[src/rtl/rvf_pkg.sv]
// Shared definitions for the reset vector fetch controller.
// Holds the sequencer state encoding and the condition code bit positions.
// The bit positions are fixed because the execution unit decodes them.
package rvf_pkg;

    typedef enum logic [1:0] {
        ST_HOLD    = 2'd0,
        ST_VEC_HI  = 2'd1,
        ST_VEC_LO  = 2'd2,
        ST_ACTIVE  = 2'd3
    } rvf_state_e;

    localparam int CCR_W     = 8;
    localparam int CCR_STOP  = 7;
    localparam int CCR_XMASK = 6;
    localparam int CCR_IMASK = 4;

    // Value loaded into the flags on reset: control bits set, arithmetic bits clear.
    function automatic logic [CCR_W-1:0] ccr_reset_value();
        logic [CCR_W-1:0] v;
        v = '0;
        v[CCR_STOP]  = 1'b1;
        v[CCR_XMASK] = 1'b1;
        v[CCR_IMASK] = 1'b1;
        return v;
    endfunction

endpackage

[src/rtl/rvf_seq.sv]
// State sequencer of the reset vector fetch.
// Walks from the hold state through the two vector byte reads to the active state.
// Assumes a synchronous, active-low reset. Once it reaches the active state it
// stays there until the next reset.
module rvf_seq
    import rvf_pkg::*;
(
    input  logic       clk,
    input  logic       rst_n,
    output rvf_state_e state
);

    rvf_state_e state_nx;

    // Next-state selection: advance one step per cycle until active.
    always_comb begin
        case (state)
            ST_HOLD:   state_nx = ST_VEC_HI;
            ST_VEC_HI: state_nx = ST_VEC_LO;
            ST_VEC_LO: state_nx = ST_ACTIVE;
            default:   state_nx = ST_ACTIVE;
        endcase
    end

    // State register with synchronous reset to the hold state.
    always_ff @(posedge clk) begin
        if (!rst_n) state <= ST_HOLD;
        else        state <= state_nx;
    end

endmodule

[src/rtl/rvf_pc_load.sv]
// Program counter loader.
// Captures the byte lanes of the reset vector, one lane per read state.
// Assumes the memory returns data one cycle after the address. The byte for
// the address presented in state k is therefore on rdata during state k+1.
// The most significant lane is captured first.
module rvf_pc_load
    import rvf_pkg::*;
#(
    parameter int ADDR_W = 16
) (
    input  logic                   clk,
    input  logic                   rst_n,
    input  rvf_state_e             state,
    input  logic [ADDR_W/2-1:0]    rdata,
    output logic [ADDR_W-1:0]      pc
);

    localparam int BYTE_W = ADDR_W / 2;
    localparam int LANES  = 2;

    for (genvar g = 0; g < LANES; g++) begin : g_lane
        localparam rvf_state_e CAP_ST = (g == LANES - 1) ? ST_VEC_HI : ST_VEC_LO;

        // Lane register: cleared on reset, loaded once in its capture state.
        always_ff @(posedge clk) begin
            if (!rst_n)               pc[g*BYTE_W +: BYTE_W] <= '0;
            else if (state == CAP_ST) pc[g*BYTE_W +: BYTE_W] <= rdata;
        end
    end

endmodule

[src/rtl/rvf_ccr_init.sv]
// Condition code register initialiser.
// Forces the stop-disable and both interrupt-mask bits high and the arithmetic
// flags low on reset. Outside reset it holds its value, since instruction
// execution is handled elsewhere.
module rvf_ccr_init
    import rvf_pkg::*;
(
    input  logic             clk,
    input  logic             rst_n,
    output logic [CCR_W-1:0] ccr
);

    // Flags register: load the reset pattern, otherwise hold.
    always_ff @(posedge clk) begin
        if (!rst_n) ccr <= ccr_reset_value();
        else        ccr <= ccr;
    end

endmodule

[src/rtl/reset_vector_fetch.sv]
// Reset vector fetch controller, top level.
// Puts the CPU in a known state after an active-low synchronous reset and
// reads the big-endian reset vector from the two top addresses into the PC.
// It then raises run. Assumes a memory with one cycle of read latency and
// ADDR_W equal to twice the byte width.
module reset_vector_fetch
    import rvf_pkg::*;
#(
    parameter int ADDR_W = 16
) (
    input  logic                clk,
    input  logic                rst_n,
    output logic [ADDR_W-1:0]   mem_addr,
    input  logic [ADDR_W/2-1:0] mem_rdata,
    output logic [ADDR_W-1:0]   pc,
    output logic [CCR_W-1:0]    ccr,
    output logic                run
);

    localparam logic [ADDR_W-1:0] VEC_LO_ADDR = '1;
    localparam logic [ADDR_W-1:0] VEC_HI_ADDR = {{(ADDR_W-1){1'b1}}, 1'b0};

    rvf_state_e state;

    rvf_seq u_seq (
        .clk   (clk),
        .rst_n (rst_n),
        .state (state)
    );

    rvf_pc_load #(.ADDR_W(ADDR_W)) u_pc (
        .clk   (clk),
        .rst_n (rst_n),
        .state (state),
        .rdata (mem_rdata),
        .pc    (pc)
    );

    rvf_ccr_init u_ccr (
        .clk   (clk),
        .rst_n (rst_n),
        .ccr   (ccr)
    );

    // Address select: high vector byte in hold, low byte next, then the PC.
    always_comb begin
        case (state)
            ST_HOLD:   mem_addr = VEC_HI_ADDR;
            ST_VEC_HI: mem_addr = VEC_LO_ADDR;
            default:   mem_addr = pc;
        endcase
    end

    // Run flag: control passes to the fetch sequencer only in the active state.
    always_comb run = (state == ST_ACTIVE);

endmodule

[config.mk]
export PLATFORM = sky130hd
export DESIGN_NAME = reset_vector_fetch
export DESIGN_NICKNAME = d
export VERILOG_FILES = /design/src/rtl/rvf_pkg.sv /design/src/rtl/rvf_seq.sv /design/src/rtl/rvf_pc_load.sv /design/src/rtl/rvf_ccr_init.sv /design/src/rtl/reset_vector_fetch.sv
export SDC_FILE = /design/constraint.sdc
export NUM_CORES = 1
export LEC_CHECK = 0
export BUFFER_PORTS_ARGS = -buffer_cell sky130_fd_sc_hd__clkbuf_2
export CAP_MARGIN = 25
export CORE_MARGIN = 5
export CORE_UTILIZATION = 35
export DETAILED_ROUTE_END_ITERATION = 7
export GPL_ROUTABILITY_DRIVEN = 0
export HOLD_SLACK_MARGIN = 0.06
export PLACE_DENSITY = 0.66
export SLEW_MARGIN = 20
export SYNTH_ARGS = -nofsm -noshare
export SYNTH_HDL_FRONTEND = slang
export SYNTH_HIERARCHICAL = 1
export SYNTH_SLANG_ARGS = --single-unit
[constraint.sdc]
create_clock -name clk -period 2.2 [get_ports clk]
set_clock_uncertainty 0.05 [all_clocks]
set_input_delay 0.11 -clock clk [delete_from_list [all_inputs] [get_ports clk]]
set_output_delay 0.11 -clock clk [all_outputs]
set_load 0.005 [all_outputs]
==> results of run 1 <==
[cell type report]
| type | count | area share [%] |
|---|---|---|
| multi-input combinational | 69 | 36.5 |
| sequential | 18 | 30.8 |
| timing repair buffer | 52 | 26.1 |
| tap | 30 | 3.21 |
| clock buffer | 4 | 3.10 |
| inverter | 1 | 0.321 |
[metal layers]
metal / up-vias / track usage, % / wire length, um
li1: 380 / - / -
met1: 309 / 13.2 / 784
met2: 28 / 18.4 / 901
met3: 0 / 3.46 / 169
met4: 0 / 1.90 / 0
met5: - / 0 / 0
[metrics by stage]
stage	instance area (um^2)	hold WS (ns)	util, %
2_1_floorplan	893	0.178	-
3_3_place_gp	1050	0.322	43.3
3_5_place_dp	1050	0.325	43.3
4_1_cts	1170	0.300	48.1
5_1_grt	1170	0.334	48.1
6_report	1170	0.308	48.1
[worst min-delay path by stage]
stage,from,to,slack [ns]
after floorplan,rst_n,u_seq/state[1],0.18
after global placement,mem_rdata[7],u_pc/pc[15],0.32
after detailed placement,mem_rdata[2],u_pc/pc[10],0.32
after CTS,rst_n,u_pc/pc[6],0.30
after global routing,rst_n,u_seq/state[1],0.33
final,rst_n,u_seq/state[1],0.31
[state kept, by name, indices dropped and copies added, names as in the netlist]
| register | count |
|---|---|
| u_pc/pc | 16 |
| u_seq/state | 2 |
[layout by cell type, fill, tap and decap left out]
master	synthesis	final
clkbuf_2	0	42
nand2_1	24	24
dfxtp_1	18	18
mux2i_1	16	16
nand2b_1	10	10
dlygate4sd3_1	0	8
conb_1	2	8
or2b_1	6	6
clkbuf_4	0	3
buf_4	10	2
mux2_2	1	1
and2_1	1	1
clkbuf_8	0	1
nor2b_1	1	1
o21a_1	1	1
inv_1	1	1
a21boi_1	1	1
[report_power, final]
| part | internal, mW | switching [mW] | leakage [nW] |
|---|---|---|---|
| clock | 0.101 | 0.0955 | 0.0210 |
| combinational | 0.0837 | 0.0726 | 0.427 |
| sequential | 0.348 | 0.0154 | 0.148 |
[kinds of logic (layout without fill, tap and decap cells)]
kind of cell	after synthesis	in the layout	share of synthesized area, %
flip-flops	18	18	41.4
AND/OR/NAND/NOR	42	42	24.1
other	2	8	0.862
buffers and inverters	14	57	12.2
multiplexers	17	17	19.7
AO/OA/AOI/OAI	2	2	1.72
==> flow_metrics.py, run 1 <==
metrics = {
    "outcome": {
        "status": "completed",
    },
    "die": {
        "die_height_um": 59.9,
        "die_w_um": 59.9,
        "fp-row-count": 18,
        "start_util_pct": 35.8,
        "core-area_mm2": 0.00243,
        "pin_count": 51,
        "fp.dieArea_mm2": 0.00359,
    },
    "drt": {
        "viasPerCell": 4.12,
        "drtIter0Drc": 18,
        "first_pass_iters": 4,
        "finalWirelength_um": 1850,
        "vias": 717,
        "drc_errors": 0,
        "wl_per_cell_um": 10.7,
        "ant_nets": 0,
    },
    "cells_and_area": {
        "regArea_um2": 360,
        "fill_cells": 242,
        "final_cells": 174,
        "diodes": 0,
        "synthToLayoutAreaGrowth_pct": 34.3,
        "nNetsFinal": 155,
        "drive_gt1_share_pct": 34.0,
        "multi_input_area_um2": 427,
    },
    "synth": {
        "synth_top_area_share_pct": 41.4,
        "yosysTopAreaCell": "dfxtp_1",
        "synthArstFlopShare_pct": 0,
        "yosys-top-cells-area": "dfxtp_1, mux2i_1, nand2_1",
        "ys_top_cells_by_count": "nand2_1, dfxtp_1, mux2i_1, buf_4, nand2b_1",
        "synth-edff-count": 0,
        "ys_seq_elements": 18,
        "yosysWarningCount": 6,
        "synthFlopType": "dfxtp_1",
        "syn_avg_cell_area_um2": 9.17,
        "synth_most_common_cell": "nand2_1",
        "yosysUniqueCellTypes": 15,
        "ys_seq_area_share_pct": 41.4,
        "syn_inst": 95,
        "syn_area_um2": 871,
    },
    "worst_setup_path": {
        "critPathMaxStageDelay_ns": 0.36,
        "start_kind": "flip-flop",
        "path_buf_inv": 2,
        "crit_cells": 3,
        "reg2reg_slack_ns": 0.84,
        "r2r_start": "u_seq/state[1]",
        "arrival_ns": 1.30,
        "timing.critical_path.to": "mem_addr[0]",
        "crit_chain": "buf_4, mux2_2, clkbuf_2",
        "critPathTopFamily": "multiplexers",
        "crit_required_ns": 2.04,
        "r2r-end": "u_pc/pc[13]",
        "slowest_stage": "mux2_2",
        "ff2ff_path_depth": 3,
        "critPathLaunch": "u_seq/state[1]",
        "end_kind": "output pin",
        "path_class": "flip-flop to output pin",
        "cp_max_fo": 20,
    },
    "worst_hold_path": {
        "holdPathStages": 2,
        "hold_class": "primary input to flip-flop",
    },
    "sta": {
        "final.period_utilization_pct": 66.6,
        "slew_violations": 0,
        "setup_viol": 0,
        "post-route-min-period_ns": 1.46,
        "rsz0062_at_grt": "false",
        "fin_ws_ns": 0.736,
        "hold_viol": 0,
        "fmax_mhz": 683,
        "fin_setup_tns_ns": 0,
    },
    "global_route": {
        "antenna_found_initial": 0,
        "grt_pass1_vias": 733,
        "grt_pass1_wl_um": 3000,
        "grt_use_total_pct": 10.7,
        "overflow": 0,
        "grt_max_degree": 27,
    },
    "clock_network": {
        "clk_latency_ns": 0.28,
        "cts_root_buf": "clkbuf_4",
        "cts_tree": "yes",
        "clock-sinks": 18,
        "htree_levels": 1,
        "cts_setup_buffers": 0,
        "numCtsBuffers": 3,
        "cts_hold_buf": 8,
        "cts_resized": 0,
        "clk_pin_slew_worst_paths_ns": 0.10,
        "clockBufferDepth": 2,
    },
    "job": {
        "cap_violations": 0,
    },
    "placed_design": {
        "dp_hpwl_um": 1410,
        "dpl.cell_count": 162,
        "io_buffers": 42,
        "dp_slack_ns": 0.842,
    },
    "power": {
        "power_uw": 716,
        "peakVddDrop_mv": 0.363,
        "p_leak_nw": 0.595,
        "p_per_area_mw_per_mm2": 612,
    },
}
Note: power is estimated with default switching activity, not from simulation.
==> run 2, diff against run 1 <==
PLACE_DENSITY = 0.69   (was 0.66)
clock period = 1.29 ns   (was 2.2 ns; I/O delays follow)
==> run 2 against run 1 <==
Against the previous run: cell area rose by 4.9%; critical endpoint unchanged; critical path depth stayed put; clock power increased by 72%; largest power group unchanged.
==> flow_metrics.py, run 2 (synthesized netlist as in run 1, its figures left out) <==
metrics = {
    "worst_setup_path": {
        "path_class": "flip-flop to output pin",
        "arrival_ns": 1.17,
        "start_kind": "flip-flop",
        "slowest_stage": "dfxtp_4",
        "critPathLaunch": "u_seq/state[1]",
        "crit_required_ns": 1.18,
        "crit_chain": "buf_6, mux2_4, clkbuf_2",
        "cp_max_fo": 4,
        "r2r_start": "u_seq/state[1]",
        "critPathMaxStageDelay_ns": 0.37,
        "end_kind": "output pin",
        "timing.critical_path.to": "mem_addr[0]",
        "r2r-end": "u_pc/pc[12]",
        "reg2reg_slack_ns": 0.15,
        "ff2ff_path_depth": 2,
    },
    "cells_and_area": {
        "multi_input_area_um2": 433,
        "diodes": 0,
        "synthToLayoutAreaGrowth_pct": 40.9,
        "drive_gt1_share_pct": 37.2,
        "layout_commonest_cell": "clkbuf_2",
        "top_register": "u_pc/pc",
        "largest_register_ffs": 16,
        "regArea_um2": 364,
        "largestRegisters": "u_pc/pc (16), u_seq/state (2)",
        "nNetsFinal": 159,
        "final_util_pct": 50.5,
        "fill_cells": 236,
        "layout_common_cells": "clkbuf_2, nand2_1, dfxtp_1",
    },
    "global_route": {
        "overflow": 0,
        "grt_use_total_pct": 10.4,
        "grt_max_degree": 27,
        "antenna_found_initial": 0,
        "grt_pass1_vias": 642,
        "grt_pass1_wl_um": 2830,
    },
    "power": {
        "power_mw": 1.25,
        "p_leak_nw": 0.626,
        "p_per_area_mw_per_mm2": 1020,
        "peakVddDrop_mv": 0.535,
    },
    "drt": {
        "viasPerCell": 4.16,
        "finalWirelength_um": 1860,
        "vias": 741,
        "wl_per_cell_um": 10.4,
        "drc_errors": 0,
        "ant_nets": 0,
        "drtIter0Drc": 2,
        "first_pass_iters": 2,
    },
    "sta": {
        "fin_setup_tns_ns": 0,
        "final.period_utilization_pct": 99.9,
        "fmax_mhz": 776,
        "hold_viol": 0,
        "post-route-min-period_ns": 1.29,
        "rsz0062_at_grt": "true",
        "setup_viol": 0,
        "slew_violations": 0,
    },
    "placed_design": {
        "dp_hpwl_um": 1370,
        "io_buffers": 42,
    },
    "clock_network": {
        "clock-sinks": 18,
        "clk_pin_slew_worst_paths_ns": 0.10,
        "cts_tree": "yes",
        "numCtsBuffers": 3,
        "clockBufferDepth": 2,
        "clk_latency_ns": 0.29,
        "htree_levels": 1,
        "cts_root_buf": "clkbuf_4",
    },
    "die": {
        "start_util_pct": 35.8,
        "core-area_mm2": 0.00243,
        "fp.dieArea_mm2": 0.00359,
        "pin_count": 51,
        "die_w_um": 59.9,
        "die_height_um": 59.9,
        "fp-row-count": 18,
    },
    "outcome": {
        "status": "completed",
    },
    "job": {
        "cap_violations": 0,
    },
    "worst_hold_path": {
        "hold_class": "primary input to flip-flop",
        "hold_start": "rst_n",
    },
}
-- run 2: cell types whose count changed in the layout (fill, tap and decap cells not counted), sizes merged --
| cell | previous run | this run |
|---|---|---|
| buf | 2 | 7 |
| clkbuf | 46 | 45 |
-- run 2: power breakdown --
group / switching (mW) / total, mW / internal (mW)
Sequential: 0.0280 / 0.621 / 0.593
Combinational: 0.127 / 0.292 / 0.165
Clock: 0.166 / 0.338 / 0.172
Total: 0.321 / 1.25 / 0.930
-- run 2: critical path, delay by kind of cell (launching register included) --
kind                   cells  cell delay [ns]
flip-flops                 1             0.37
multiplexers               1             0.29
buffers and inverters      2             0.23
-- run 2: layout make-up --
cell class / instances / share of cell area [%]
tap: 30 / 3.06
clock buffer: 4 / 2.96
multi-input combinational: 69 / 35.3
timing repair buffer: 56 / 28.7
sequential: 18 / 29.7
inverter: 1 / 0.306
-- run 2: what timing repair did --
| item | CTS | global route |
|---|---|---|
| endpoints found under the setup margin | 7 | 8 |
| hold buffers | 8 | 0 |
| hold endpoints to repair | 16 | 0 |
| setup buffers | 1 | 0 |
| resized for setup | 4 | 5 |
-- run 2: metal layers --
| layer | global-route usage, % | wire, um | vias to the layer above |
|---|---|---|---|
| met5 | 0 | 0 | - |
| met2 | 18.2 | 870 | 30 |
| met1 | 11.7 | 783 | 318 |
| met3 | 2.59 | 199 | 2 |
| li1 | - | - | 391 |
| met4 | 4.75 | 7 | 0 |
-- run 2: worst min path at each step --
stage	end	depth (start not counted)	slack, ns
finish	u_seq/state[1]	2	0.25
global route	u_seq/state[1]	2	0.29
CTS	u_seq/state[1]	2	0.26
detailed placement	u_pc/pc[8]	3	0.28
global placement	u_pc/pc[8]	3	0.27
floorplan	u_seq/state[1]	1	0.13
-- run 2: through the flow --
step / instances / area (um^2) / hold WS, ns / worst slack [ns]
floorplan: 101 / 893 / 0.132 / 0.258
global placement: 165 / 1080 / 0.273 / 0.187
detailed placement: 165 / 1080 / 0.281 / 0.174
CTS: 178 / 1210 / 0.257 / -0.00838
global route: 178 / 1230 / 0.287 / -0.0405
finish: 178 / 1230 / 0.253 / 0.00156
==> run 3, diff against run 2 <==
CORE_ASPECT_RATIO = 1.5   (was not set)
CTS_CLUSTER_DIAMETER = 50   (was not set)
MAX_ROUTING_LAYER = met4   (was not set)
==> run 3 against run 2 <==
Against the previous run: cell area increased by 1.3%; first-iteration DRC count increased to 14 times the previous value; combinational power increased by 7%; fmax increased by 1.8%; hold slack improved by 0.0039 ns; critical path depth unchanged; die area increased by 0.57%; final cell count decreased by 2.2%; total power increased by 2.3%; register-to-register slack got worse by 0.04 ns; core utilization increased by 0.88 points; critical path type unchanged; largest power group unchanged; highest routed layer unchanged.
==> flow_metrics.py, run 3 (synthesized netlist as in run 1, its figures left out) <==
metrics = {
    "cells_and_area": {
        "design_area_mm2": 0.00124,
        "largestRegisters": "u_pc/pc (16), u_seq/state (2)",
        "drive_gt1_share_pct": 38.0,
        "multi_input_area_um2": 434,
        "synthToLayoutAreaGrowth_pct": 42.8,
        "layout_commonest_cell": "clkbuf_2",
        "largest_register_ffs": 16,
        "top_register": "u_pc/pc",
        "final_cells": 174,
        "diodes": 0,
        "nNetsFinal": 161,
        "regArea_um2": 364,
        "layout_common_cells": "clkbuf_2, nand2_1, dfxtp_1",
        "fill_cells": 238,
    },
    "clock_network": {
        "clockBufferDepth": 2,
        "numCtsBuffers": 3,
        "clk_latency_ns": 0.29,
        "cts_tree": "yes",
        "clock-sinks": 18,
        "htree_levels": 1,
        "clk_pin_slew_worst_paths_ns": 0.10,
        "cts_root_buf": "clkbuf_4",
    },
    "sta": {
        "setup_viol": 0,
        "hold_viol": 0,
        "final.period_utilization_pct": 98.1,
        "fmax_mhz": 790,
        "slew_violations": 0,
        "post-route-min-period_ns": 1.27,
        "rsz0062_at_grt": "true",
        "fin_setup_tns_ns": 0,
    },
    "power": {
        "p_leak_nw": 0.634,
        "power_mw": 1.28,
        "p_per_area_mw_per_mm2": 1030,
        "peakVddDrop_mv": 0.527,
    },
    "placed_design": {
        "dpl.cell_count": 159,
        "placedInstanceArea_mm2": 0.00107,
        "dp_hpwl_um": 1530,
        "io_buffers": 42,
    },
    "die": {
        "die_w_um": 50.7,
        "fp-row-count": 22,
        "core-area_mm2": 0.00242,
        "pin_count": 51,
        "fp.dieArea_mm2": 0.00361,
        "die_height_um": 71.1,
        "start_util_pct": 36.0,
    },
    "drt": {
        "drc_errors": 0,
        "viasPerCell": 4.50,
        "drtIter0Drc": 28,
        "first_pass_iters": 4,
        "wl_per_cell_um": 12.4,
        "ant_nets": 0,
        "vias": 783,
        "finalWirelength_um": 2150,
    },
    "worst_setup_path": {
        "critPathTopFamily": "flip-flops",
        "critPathLaunch": "u_seq/state[1]",
        "path_class": "flip-flop to output pin",
        "crit_chain": "buf_8, or2b_1, clkbuf_2",
        "path_buf_inv": 2,
        "end_kind": "output pin",
        "arrival_ns": 1.15,
        "r2r_start": "u_seq/state[1]",
        "start_kind": "flip-flop",
        "critPathMaxStageDelay_ns": 0.40,
        "crit_required_ns": 1.18,
        "slowest_stage": "dfxtp_4",
        "cp_max_fo": 7,
    },
    "global_route": {
        "grt_pass1_wl_um": 3420,
        "overflow": 0,
        "antenna_found_initial": 0,
        "grt_max_degree": 27,
        "grt_use_total_pct": 12.2,
        "grt_pass1_vias": 790,
    },
    "worst_hold_path": {
        "hold_class": "primary input to flip-flop",
        "hold_start": "rst_n",
    },
    "outcome": {
        "status": "completed",
    },
    "job": {
        "cap_violations": 0,
    },
}
## run 3: final cells by class
| cell class | instances | area share [%] |
|---|---|---|
| Clock buffer | 4 | 2.92 |
| Multi-Input combinational cell | 69 | 34.9 |
| Tap cell | 24 | 2.41 |
| Sequential cell | 18 | 29.3 |
| Timing Repair Buffer | 58 | 30.2 |
| Inverter | 1 | 0.302 |
## run 3: timing repair
item                       in CTS  in global routing
hold buffers                    8                  0
buffers inserted                2                  1
resized for setup               2                  6
hold endpoints to repair       16                  0
setup endpoints to repair       7                 12
cloned                          0                  1
## run 3: final timing paths
kind	endpoint	slack, ns	depth (start not counted)
max	mem_addr[13]	0.02	3
max reg2reg	u_pc/pc[5]	0.11	4
min reg2reg	u_pc/pc[10]	0.43	2
min	u_seq/state[1]	0.26	2
## run 3: through the flow
stage / utilization (%) / hold WS (ns) / worst slack (ns)
2_1_floorplan: - / 0.132 / 0.258
3_3_place_gp: 44.1 / 0.267 / 0.272
3_5_place_dp: 44.1 / 0.283 / 0.227
4_1_cts: 49.7 / 0.250 / 0.0125
5_1_grt: 51.3 / 0.280 / -0.0304
6_report: 51.3 / 0.257 / 0.0247
## run 3: where the power goes
group | switching [mW] | total (mW) | internal (mW) | leakage (nW)
Sequential | 0.0313 | 0.625 | 0.593 | 0.148
Combinational | 0.135 | 0.311 | 0.176 | 0.465
Clock | 0.174 | 0.345 | 0.172 | 0.0210
Total | 0.340 | 1.28 | 0.941 | 0.634
## run 3: layer usage
layer,track usage [%],vias up,part of all wire (%)
li1,-,393,-
met1,11.6,362,37
met2,23.1,26,56
met3,2.53,2,6.4
met4,4.26,0,0.28
met5,-,-,0
